[config.mk]
export PLATFORM = sky130hd
export DESIGN_NAME = cmd_pkt_decoder
export DESIGN_NICKNAME = d
export VERILOG_FILES = /design/src/rtl/pkd_pkg.sv /design/src/rtl/pkd_index_expand.sv /design/src/rtl/pkd_seq.sv /design/src/rtl/pkd_wr_port.sv /design/src/rtl/cmd_pkt_decoder.sv
export SDC_FILE = /design/constraint.sdc
export NUM_CORES = 1
export LEC_CHECK = 0
export ABC_CLOCK_PERIOD_IN_PS = 4100
export BUFFER_PORTS_ARGS = -buffer_cell sky130_fd_sc_hd__clkbuf_2
export CAP_MARGIN = 20
export CORE_UTILIZATION = 55
export CTS_CLUSTER_DIAMETER = 80
export DETAILED_ROUTE_END_ITERATION = 10
export PLACE_DENSITY_LB_ADDON = 0.3
export SYNTH_ARGS = -nofsm -noshare
export SYNTH_HDL_FRONTEND = slang
export SYNTH_SLANG_ARGS = --single-unit
[constraint.sdc]
create_clock -name clk -period 4.1 [get_ports clk]
set_clock_uncertainty 0.05 [all_clocks]
set_input_delay 0.82 -clock clk [delete_from_list [all_inputs] [get_ports clk]]
set_output_delay 0.82 -clock clk [all_outputs]
set_load 0.005 [all_outputs]
[src/rtl/pkd_pkg.sv]
package pkd_pkg;
   typedef enum logic {
      ST_HDR  = 1'b0,
      ST_DATA = 1'b1
   } pkd_state_e;
endpackage

[src/rtl/pkd_index_expand.sv]
module pkd_index_expand #(
   parameter int          IDX_W     = 8,
   parameter int          ADDR_W    = 16,
   parameter logic [15:0] WIN0_BASE = 16'h1C00,
   parameter logic [15:0] WIN1_BASE = 16'h2C00
) (
   input  logic [IDX_W-1:0]  idx,
   output logic [ADDR_W-1:0] addr
);
   localparam int OFF_W = IDX_W - 1;

   if (ADDR_W < OFF_W + 3) begin : g_bad_width
      $error("pkd_index_expand: ADDR_W too small for IDX_W");
   end

   logic [OFF_W-1:0]  off;
   logic [ADDR_W-1:0] base;

   always_comb begin
      off  = idx[OFF_W-1:0];
      base = idx[IDX_W-1] ? ADDR_W'(WIN1_BASE) : ADDR_W'(WIN0_BASE);
      addr = base + ADDR_W'({off, 2'b00});
   end
endmodule

[src/rtl/pkd_seq.sv]
module pkd_seq
   import pkd_pkg::*;
#(
   parameter int SLOTS  = 4,
   parameter int DATA_W = 32
) (
   input  logic                      clk,
   input  logic                      rst,
   input  logic                      in_valid,
   input  logic [DATA_W-1:0]         in_data,
   input  logic                      wr_busy,
   output logic                      in_ready,
   output logic                      load,
   output logic [DATA_W-1:0]         hdr_q,
   output logic [$clog2(SLOTS)-1:0]  slot_q,
   output logic                      idle
);
   localparam int SLOT_W = $clog2(SLOTS);
   localparam logic [SLOT_W-1:0] LAST = SLOT_W'(SLOTS - 1);

   if (SLOTS < 2) begin : g_bad_slots
      $error("pkd_seq: SLOTS must be at least 2");
   end

   pkd_state_e state_q;
   logic       take;

   always_comb begin
      in_ready = !wr_busy;
      take     = in_valid && in_ready;
      load     = take && (state_q == ST_DATA);
      idle     = (state_q == ST_HDR) && !wr_busy;
   end

   always_ff @(posedge clk) begin
      if (rst) begin
         state_q <= ST_HDR;
         slot_q  <= '0;
         hdr_q   <= '0;
      end else if (take) begin
         if (state_q == ST_HDR) begin
            hdr_q   <= in_data;
            slot_q  <= '0;
            state_q <= ST_DATA;
         end else begin
            slot_q <= slot_q + 1'b1;
            if (slot_q == LAST) begin
               state_q <= ST_HDR;
            end
         end
      end
   end
endmodule

[src/rtl/pkd_wr_port.sv]
module pkd_wr_port #(
   parameter int ADDR_W = 16,
   parameter int DATA_W = 32
) (
   input  logic              clk,
   input  logic              rst,
   input  logic              load,
   input  logic [ADDR_W-1:0] ld_addr,
   input  logic [DATA_W-1:0] ld_data,
   input  logic              wr_ready,
   output logic              wr_valid,
   output logic [ADDR_W-1:0] wr_addr,
   output logic [DATA_W-1:0] wr_data
);
   always_ff @(posedge clk) begin
      if (rst) begin
         wr_valid <= 1'b0;
         wr_addr  <= '0;
         wr_data  <= '0;
      end else if (load) begin
         wr_valid <= 1'b1;
         wr_addr  <= ld_addr;
         wr_data  <= ld_data;
      end else if (wr_ready) begin
         wr_valid <= 1'b0;
      end
   end
endmodule

[src/rtl/cmd_pkt_decoder.sv]
module cmd_pkt_decoder #(
   parameter int          DATA_W    = 32,
   parameter int          IDX_W     = 8,
   parameter int          ADDR_W    = 16,
   parameter int          EXEC_BIT  = 8,
   parameter logic [15:0] WIN0_BASE = 16'h1C00,
   parameter logic [15:0] WIN1_BASE = 16'h2C00
) (
   input  logic              clk,
   input  logic              rst,
   input  logic              in_valid,
   output logic              in_ready,
   input  logic [DATA_W-1:0] in_data,
   output logic              wr_valid,
   input  logic              wr_ready,
   output logic [ADDR_W-1:0] wr_addr,
   output logic [DATA_W-1:0] wr_data,
   output logic              batch_end,
   output logic              idle
);
   localparam int SLOTS  = DATA_W / IDX_W;
   localparam int SLOT_W = $clog2(SLOTS);

   if (SLOTS * IDX_W != DATA_W) begin : g_bad_pack
      $error("cmd_pkt_decoder: header must hold a whole number of indices");
   end
   if (EXEC_BIT >= ADDR_W) begin : g_bad_exec
      $error("cmd_pkt_decoder: EXEC_BIT outside the address");
   end

   logic              load;
   logic [DATA_W-1:0] hdr_q;
   logic [SLOT_W-1:0] slot_q;
   logic [ADDR_W-1:0] slot_addr [SLOTS];
   logic [ADDR_W-1:0] sel_addr;

   pkd_seq #(.SLOTS(SLOTS), .DATA_W(DATA_W)) u_seq (
      .clk      (clk),
      .rst      (rst),
      .in_valid (in_valid),
      .in_data  (in_data),
      .wr_busy  (wr_valid),
      .in_ready (in_ready),
      .load     (load),
      .hdr_q    (hdr_q),
      .slot_q   (slot_q),
      .idle     (idle)
   );

   for (genvar s = 0; s < SLOTS; s++) begin : g_slot
      pkd_index_expand #(
         .IDX_W(IDX_W), .ADDR_W(ADDR_W),
         .WIN0_BASE(WIN0_BASE), .WIN1_BASE(WIN1_BASE)
      ) u_expand (
         .idx  (hdr_q[s*IDX_W +: IDX_W]),
         .addr (slot_addr[s])
      );
   end

   assign sel_addr = slot_addr[slot_q];

   pkd_wr_port #(.ADDR_W(ADDR_W), .DATA_W(DATA_W)) u_port (
      .clk      (clk),
      .rst      (rst),
      .load     (load),
      .ld_addr  (sel_addr),
      .ld_data  (in_data),
      .wr_ready (wr_ready),
      .wr_valid (wr_valid),
      .wr_addr  (wr_addr),
      .wr_data  (wr_data)
   );

   assign batch_end = wr_valid && wr_ready && wr_addr[EXEC_BIT];
endmodule

==> out/results.ini, run 1 <==
[global_route]
grtUsageTotal_pct=23.4
grt_pass1_wl_um=10800
grt_max_degree=43
antenna_found_initial=0
grt-ovfl-total=0
grt_pass1_vias=2316

[clock_tree]
ctsHoldBuffers=0
clk_latency_ns=0.34
post_cts.repair.setup_buffers=0
numCtsBuffers=9
cts_resized=0
clock-sinks=78
cts_tree=yes
cts_root_buf=clkbuf_8
htree_levels=3
clockBufferDepth=2
cts.clk_slew.worst_paths_ns=0.07

[worst_setup_path]
rrSetupSlack_ns=2.10
cp_slowest_cell=dfxtp_1
crit_path_start_kind=register
slowest_delay_ns=0.54
r2r-start=u_seq.state_q$_SDFFE_PP0N_
critPathKind=register to output pin
cp_cell_sequence=and3_1 -> clkbuf_2
critical_path_peak_fanout=11
reg2reg_depth=4
cp-end-kind=output pin
worstPathArrival_ns=1.19
r2r-end=u_port.wr_addr[12]$_SDFFE_PP0P_
critPathRequiredTime_ns=3.23

[die]
die_area_mm2=0.00579
core_area_mm2=0.00520
io_pins=88
start_util_pct=58.0
row_count=26
die_w_um=76.1
die_h_um=76.1

[cells_and_area]
insertedDiodeCount=0
fin_cells=504
drive_above_1_share_pct=25.3
n_fill_cell=446
fin_util_pct=68.5
nets=466
syn_to_final_growth_pct=18.1

[min_path]
min_from=u_port.wr_data[5]$_SDFFE_PP0P_
hold_depth=2
min-delay-path-class=register to register
min_to=u_port.wr_data[5]$_SDFFE_PP0P_

[outcome]
status=finished, final reports clean

[pwr]
combPwrFrac_pct=9.9
intPower_uw=1170
p_leak_uw=0.00147
clkPwrFrac_pct=37.0
p_switching_uw=372
pwr-share-seq_pct=53.1
power.density_mw_per_mm2=434
total_power_uw=1550
p_sw_share_pct=24.0
peakVddDrop_mv=0.321

[routing]
via_count=2562
ant_nets=0
first_iter_violations=184
vias_per_cell=5.08
dr.pass1.iters=4
totalWireLength_um=6360
drcViolationCount=0
avgRoutedWirePerCell_um=12.6

[place]
dp_cells=488
post-dp-hpwl_um=4410
numPortBuffers=82
place_congestion=0.790
dp_slack_ns=1.72

[job]
max_cap_viol_count=0

[synthesis]
synthesis.instances=363
synth_area_mm2=0.00302
yosys_warnings=0
avgSynthCellArea_um2=8.31
synth_seq_cells=78
synth_seq_area_share_pct=51.7
synthDistinctLibCells=22

[timing]
rsz0062_at_grt=no
post-route-period-util_pct=50.2
setup_viol=0
worst_pin_slew_ns=1.01
slew-limit-headroom_pct=32.9
period_minus_slack_ns=2.06
setup_ws_ns=2.04
fin_tns_setup_ns=0
hold_viol_final=0
slew_violations=0
max_freq_ghz=0.486

==> cells in the final DEF, fill, tap and decap left out, types with 2 or more instances in the layout <==
master and instances:
clkbuf_1 2, mux4_2 8, clkbuf_8 11, clkbuf_2 82, nand3b_1 2, nor2_1 5
nand2b_1 2, a21oi_1 75, dfxtp_1 78, conb_1 5, buf_4 3, nand2_1 147
==> Yosys cell counts <==
cell type / count / area share (%)
nor2b_1: 1 / 0.21
a211oi_2: 1 / 0.41
buf_6: 5 / 1.9
a21oi_1: 75 / 12
inv_1: 1 / 0.12
mux2i_1: 1 / 0.33
nor3b_2: 1 / 0.41
ha_1: 1 / 0.41
nand2_1: 147 / 18
mux4_2: 8 / 6.0
and3b_1: 1 / 0.29
nand3_1: 1 / 0.17
nor2_1: 5 / 0.62
nand3b_1: 2 / 0.50
dfxtp_1: 78 / 52
buf_2: 11 / 1.8
or3b_1: 1 / 0.29
buf_4: 8 / 2.0
and3_1: 1 / 0.21
nand2b_1: 2 / 0.41
conb_1: 1 / 0.12
clkbuf_1: 11 / 1.4
==> through the flow <==
step                      hold slack, ns  instance area, µm²
after floorplan                    0.383                3030
after global placement             0.392                3350
after detailed placement           0.397                3360
after CTS                          0.407                3560
after global routing               0.421                3560
final                              0.404                3560
==> layout make-up <==
type	count	area, µm²	share of cell area [%]
Clock inverter	3	42.5	1.19
Tap cell	70	87.6	2.46
Timing Repair Buffer	86	448	12.6
Multi-Input combinational cell	253	1260	35.4
Sequential cell	78	1560	43.8
Clock buffer	13	159	4.46
Inverter	1	3.75	0.105
==> worst max-delay path: cells and delay by family, from the launching register on <==
kind	cells	cell delay, ns
flops	1	0.54
buf+inv	1	0.11
simple gates	1	0.21
==> routing by layer <==
layer	part of all wire, %	track usage (%)
met5	0	0
met4	1.8	10.8
met3	5.0	4.91
met2	49	37.1
met1	45	30.8
==> power groups by stage <==
stage	combinational, µW	clock [µW]	sequential, µW
6_report	153	573	820
5_1_grt	174	617	825
4_1_cts	154	585	820
3_5_place_dp	153	0	838
3_3_place_gp	147	0	837
2_1_floorplan	112	0	828
==> worst max-delay path by stage <==
stage | from | endpoint | slack, ns | depth (start not counted)
floorplan | wr_ready | batch_end | 2.24 | 1
global placement | in_valid | u_seq.hdr_q[1]$_SDFFE_PP0P_ | 1.71 | 4
detailed placement | in_valid | u_port.wr_addr[12]$_SDFFE_PP0P_ | 1.72 | 5
CTS | u_port.wr_valid$_SDFFE_PP0P_ | batch_end | 2.04 | 2
global route | in_valid | u_port.wr_addr[12]$_SDFFE_PP0P_ | 1.87 | 5
finish | u_port.wr_valid$_SDFFE_PP0P_ | batch_end | 2.04 | 2
==> logic make-up after synthesis <==
kind of cell,count (synthesis),synth area share [%]
and+or+nand+nor,162,21.4
DFF,78,51.7
AOI/OAI and AO/OA,76,12.9
buffers and inverters,36,7.17
muxes,9,6.30
adders and majority gates,1,0.415
other,1,0.124
==> registers in the layout, indices dropped and copies added (netlist names) <==
register / count
u_port.wr_data: 32
u_seq.state_q: 1
u_seq.slot_q: 2
u_seq.hdr_q: 32
u_port.wr_addr: 10
u_port.wr_valid: 1
Note: power is estimated with default switching activity, not from simulation.
==> run 2, diff against run 1 <==
--- a/config.mk
+++ b/config.mk
@@ -5,10 +5,10 @@
 export SDC_FILE = /design/constraint.sdc
 export NUM_CORES = 1
 export LEC_CHECK = 0
-export ABC_CLOCK_PERIOD_IN_PS = 4100
+export ABC_CLOCK_PERIOD_IN_PS = 1900
 export BUFFER_PORTS_ARGS = -buffer_cell sky130_fd_sc_hd__clkbuf_2
 export CAP_MARGIN = 20
-export CORE_UTILIZATION = 55
+export CORE_UTILIZATION = 51
 export CTS_CLUSTER_DIAMETER = 80
 export DETAILED_ROUTE_END_ITERATION = 10
 export PLACE_DENSITY_LB_ADDON = 0.3
==> constraint.sdc (replaced) <==
create_clock -name clk -period 1.9 [get_ports clk]
set_clock_uncertainty 0.05 [all_clocks]
set_input_delay 0.38 -clock clk [delete_from_list [all_inputs] [get_ports clk]]
set_output_delay 0.38 -clock clk [all_outputs]
set_load 0.005 [all_outputs]
==> out/results.ini, run 2 (synthesis gave the netlist of run 1 again) <==
[routing]
vias_per_cell=5.03  ; -1.0%
via_count=2566  ; +0.16%
drcViolationCount=0  ; unchanged
ant_nets=0  ; unchanged
totalWireLength_um=6470  ; +1.8%
avgRoutedWirePerCell_um=12.7  ; +0.56%
first_iter_violations=197  ; +7.1%
dr.pass1.iters=4  ; unchanged

[cells_and_area]
nets=470  ; +0.86%
insertedDiodeCount=0  ; unchanged
layout_commonest_cell=nand2_1
layout_common_cells=147 x nand2_1, 82 x clkbuf_2, 78 x dfxtp_1, 75 x a21oi_1, 11 x clkbuf_8
reg.largest.list=u_port.wr_data: 32 flops, u_seq.hdr_q: 32 flops, u_port.wr_addr: 10 flops
drive_above_1_share_pct=26.0  ; +0.68 points
syn_to_final_growth_pct=19.3

[worst_setup_path]
critPathKind=register to output pin
crit_path_start_kind=register
cp_slowest_cell=dfxtp_1
critical_path_peak_fanout=11  ; unchanged
worstPathArrival_ns=1.22  ; +0.03 ns
slowest_delay_ns=0.55  ; about the same
critPathRequiredTime_ns=1.47  ; -1.76 ns
r2r-start=u_seq.state_q$_SDFFE_PP0N_
cp-end-kind=output pin
crit_end=batch_end
cp_cell_sequence=and3_1 -> clkbuf_2
crit_start=u_port.wr_valid$_SDFFE_PP0P_
rrSetupSlack_ns=0.48  ; -1.62 ns
r2r-end=u_seq.hdr_q[20]$_SDFFE_PP0P_
reg2reg_depth=4  ; unchanged

[global_route]
grt-ovfl-total=0  ; unchanged
grtUsageTotal_pct=22.8  ; -0.57 points
grt_max_degree=68  ; +58%
antenna_found_initial=0  ; unchanged
grt_pass1_wl_um=10900  ; +0.64%
grt_pass1_vias=2408  ; +4.0%

[timing]
hold_viol_final=0  ; unchanged
setup_ws_ns=0.250  ; -1.79 ns
period_minus_slack_ns=1.65
fin_tns_setup_ns=0  ; unchanged
setup_viol=0  ; unchanged
slew_violations=0  ; unchanged
max_freq_ghz=0.606
post-route-period-util_pct=86.8
rsz0062_at_grt=no

[die]
die_w_um=78.9  ; +3.7%
core_area_mm2=0.00561  ; +7.7%
io_pins=88  ; unchanged
row_count=27  ; +3.8%
die_area_mm2=0.00623  ; +7.6%
start_util_pct=53.8  ; -4.2 points
die_h_um=78.9  ; +3.7%

[clock_tree]
numCtsBuffers=9  ; unchanged
cts_root_buf=clkbuf_8
cts_tree=yes
ctsHoldBuffers=0  ; unchanged
clock-sinks=78  ; unchanged
cts_resized=0  ; unchanged
post_cts.repair.setup_buffers=0  ; unchanged
cts.clk_slew.worst_paths_ns=0.08  ; about the same
clk_latency_ns=0.35  ; about the same
htree_levels=3  ; unchanged
clockBufferDepth=2  ; unchanged

[job]
max_cap_viol_count=0  ; unchanged

[min_path]
hold_depth=3  ; +1
min-delay-path-class=input pin to register

[pwr]
p_leak_uw=0.00149  ; +1.5%
power.density_mw_per_mm2=936  ; +120%
peakVddDrop_mv=0.666  ; +110%

[outcome]
status=finished, final reports clean

[place]
place_congestion=0.837  ; +6.0%
post-dp-hpwl_um=4490  ; +1.8%
dp_slack_ns=0.441  ; -1.28 ns
numPortBuffers=82  ; unchanged

-- run 2: cell count changes in the layout (fill, tap and decap cells not counted) --
cell    previous run  this run
buf_4              3         7
buf_12             0         1
buf_8              1         0
-- run 2: how the worst min path moves through the flow --
stage                     slack, ns                    startpoint                         endpoint
after floorplan                0.38  u_seq.hdr_q[16]$_SDFFE_PP0P_     u_seq.hdr_q[16]$_SDFFE_PP0P_
after global placement         0.39  u_seq.hdr_q[30]$_SDFFE_PP0P_     u_seq.hdr_q[30]$_SDFFE_PP0P_
after detailed placement       0.40  u_seq.hdr_q[18]$_SDFFE_PP0P_     u_seq.hdr_q[18]$_SDFFE_PP0P_
after CTS                      0.21                   in_data[13]  u_port.wr_data[13]$_SDFFE_PP0P_
after global routing           0.21                    in_data[1]   u_port.wr_data[1]$_SDFFE_PP0P_
final                          0.21                   in_data[30]  u_port.wr_data[30]$_SDFFE_PP0P_
-- run 2: routing by layer --
| metal | vias up | GRT usage [%] | wire (µm) |
|---|---|---|---|
| li1 | 1309 | - | - |
| met1 | 1176 | 29.1 | 3010 |
| met2 | 72 | 37.1 | 3040 |
| met3 | 9 | 5.63 | 305 |
| met4 | 0 | 9.27 | 106 |
| met5 | - | 0 | 0 |
-- run 2: critical path: cells and delay by family, from the launching register on --
family	cells	cell delay, ns
buffers and inverters	1	0.11
DFF	1	0.55
and+or+nand+nor	1	0.22
-- run 2: final cells by class --
class / count / area [µm²]
inverter: 1 / 3.75
fill: 507 / 2010
clock inverter: 3 / 42.5
timing repair buffer: 90 / 483
sequential: 78 / 1560
tap: 72 / 90.1
multi-input combinational: 253 / 1260
clock buffer: 13 / 159
-- run 2: per-stage QoR --
step	power (µW)	hold WS (ns)	instance area [µm²]	util, %	cells
after floorplan	2030	0.383	3030	-	367
after global placement	2140	0.390	3400	60.6	494
after detailed placement	2150	0.397	3400	60.6	494
after CTS	3380	0.206	3600	64.2	510
after global routing	3500	0.211	3600	64.2	510
final	3370	0.212	3600	64.2	510
-- run 2: report_power, final --
group / switching, µW / leakage, µW / total [µW] / internal, µW
registers: 49.9 / 0.000636 / 1760 / 1710
clock network: 586 / 0.0000996 / 1260 / 678
logic: 195 / 0.000754 / 342 / 147
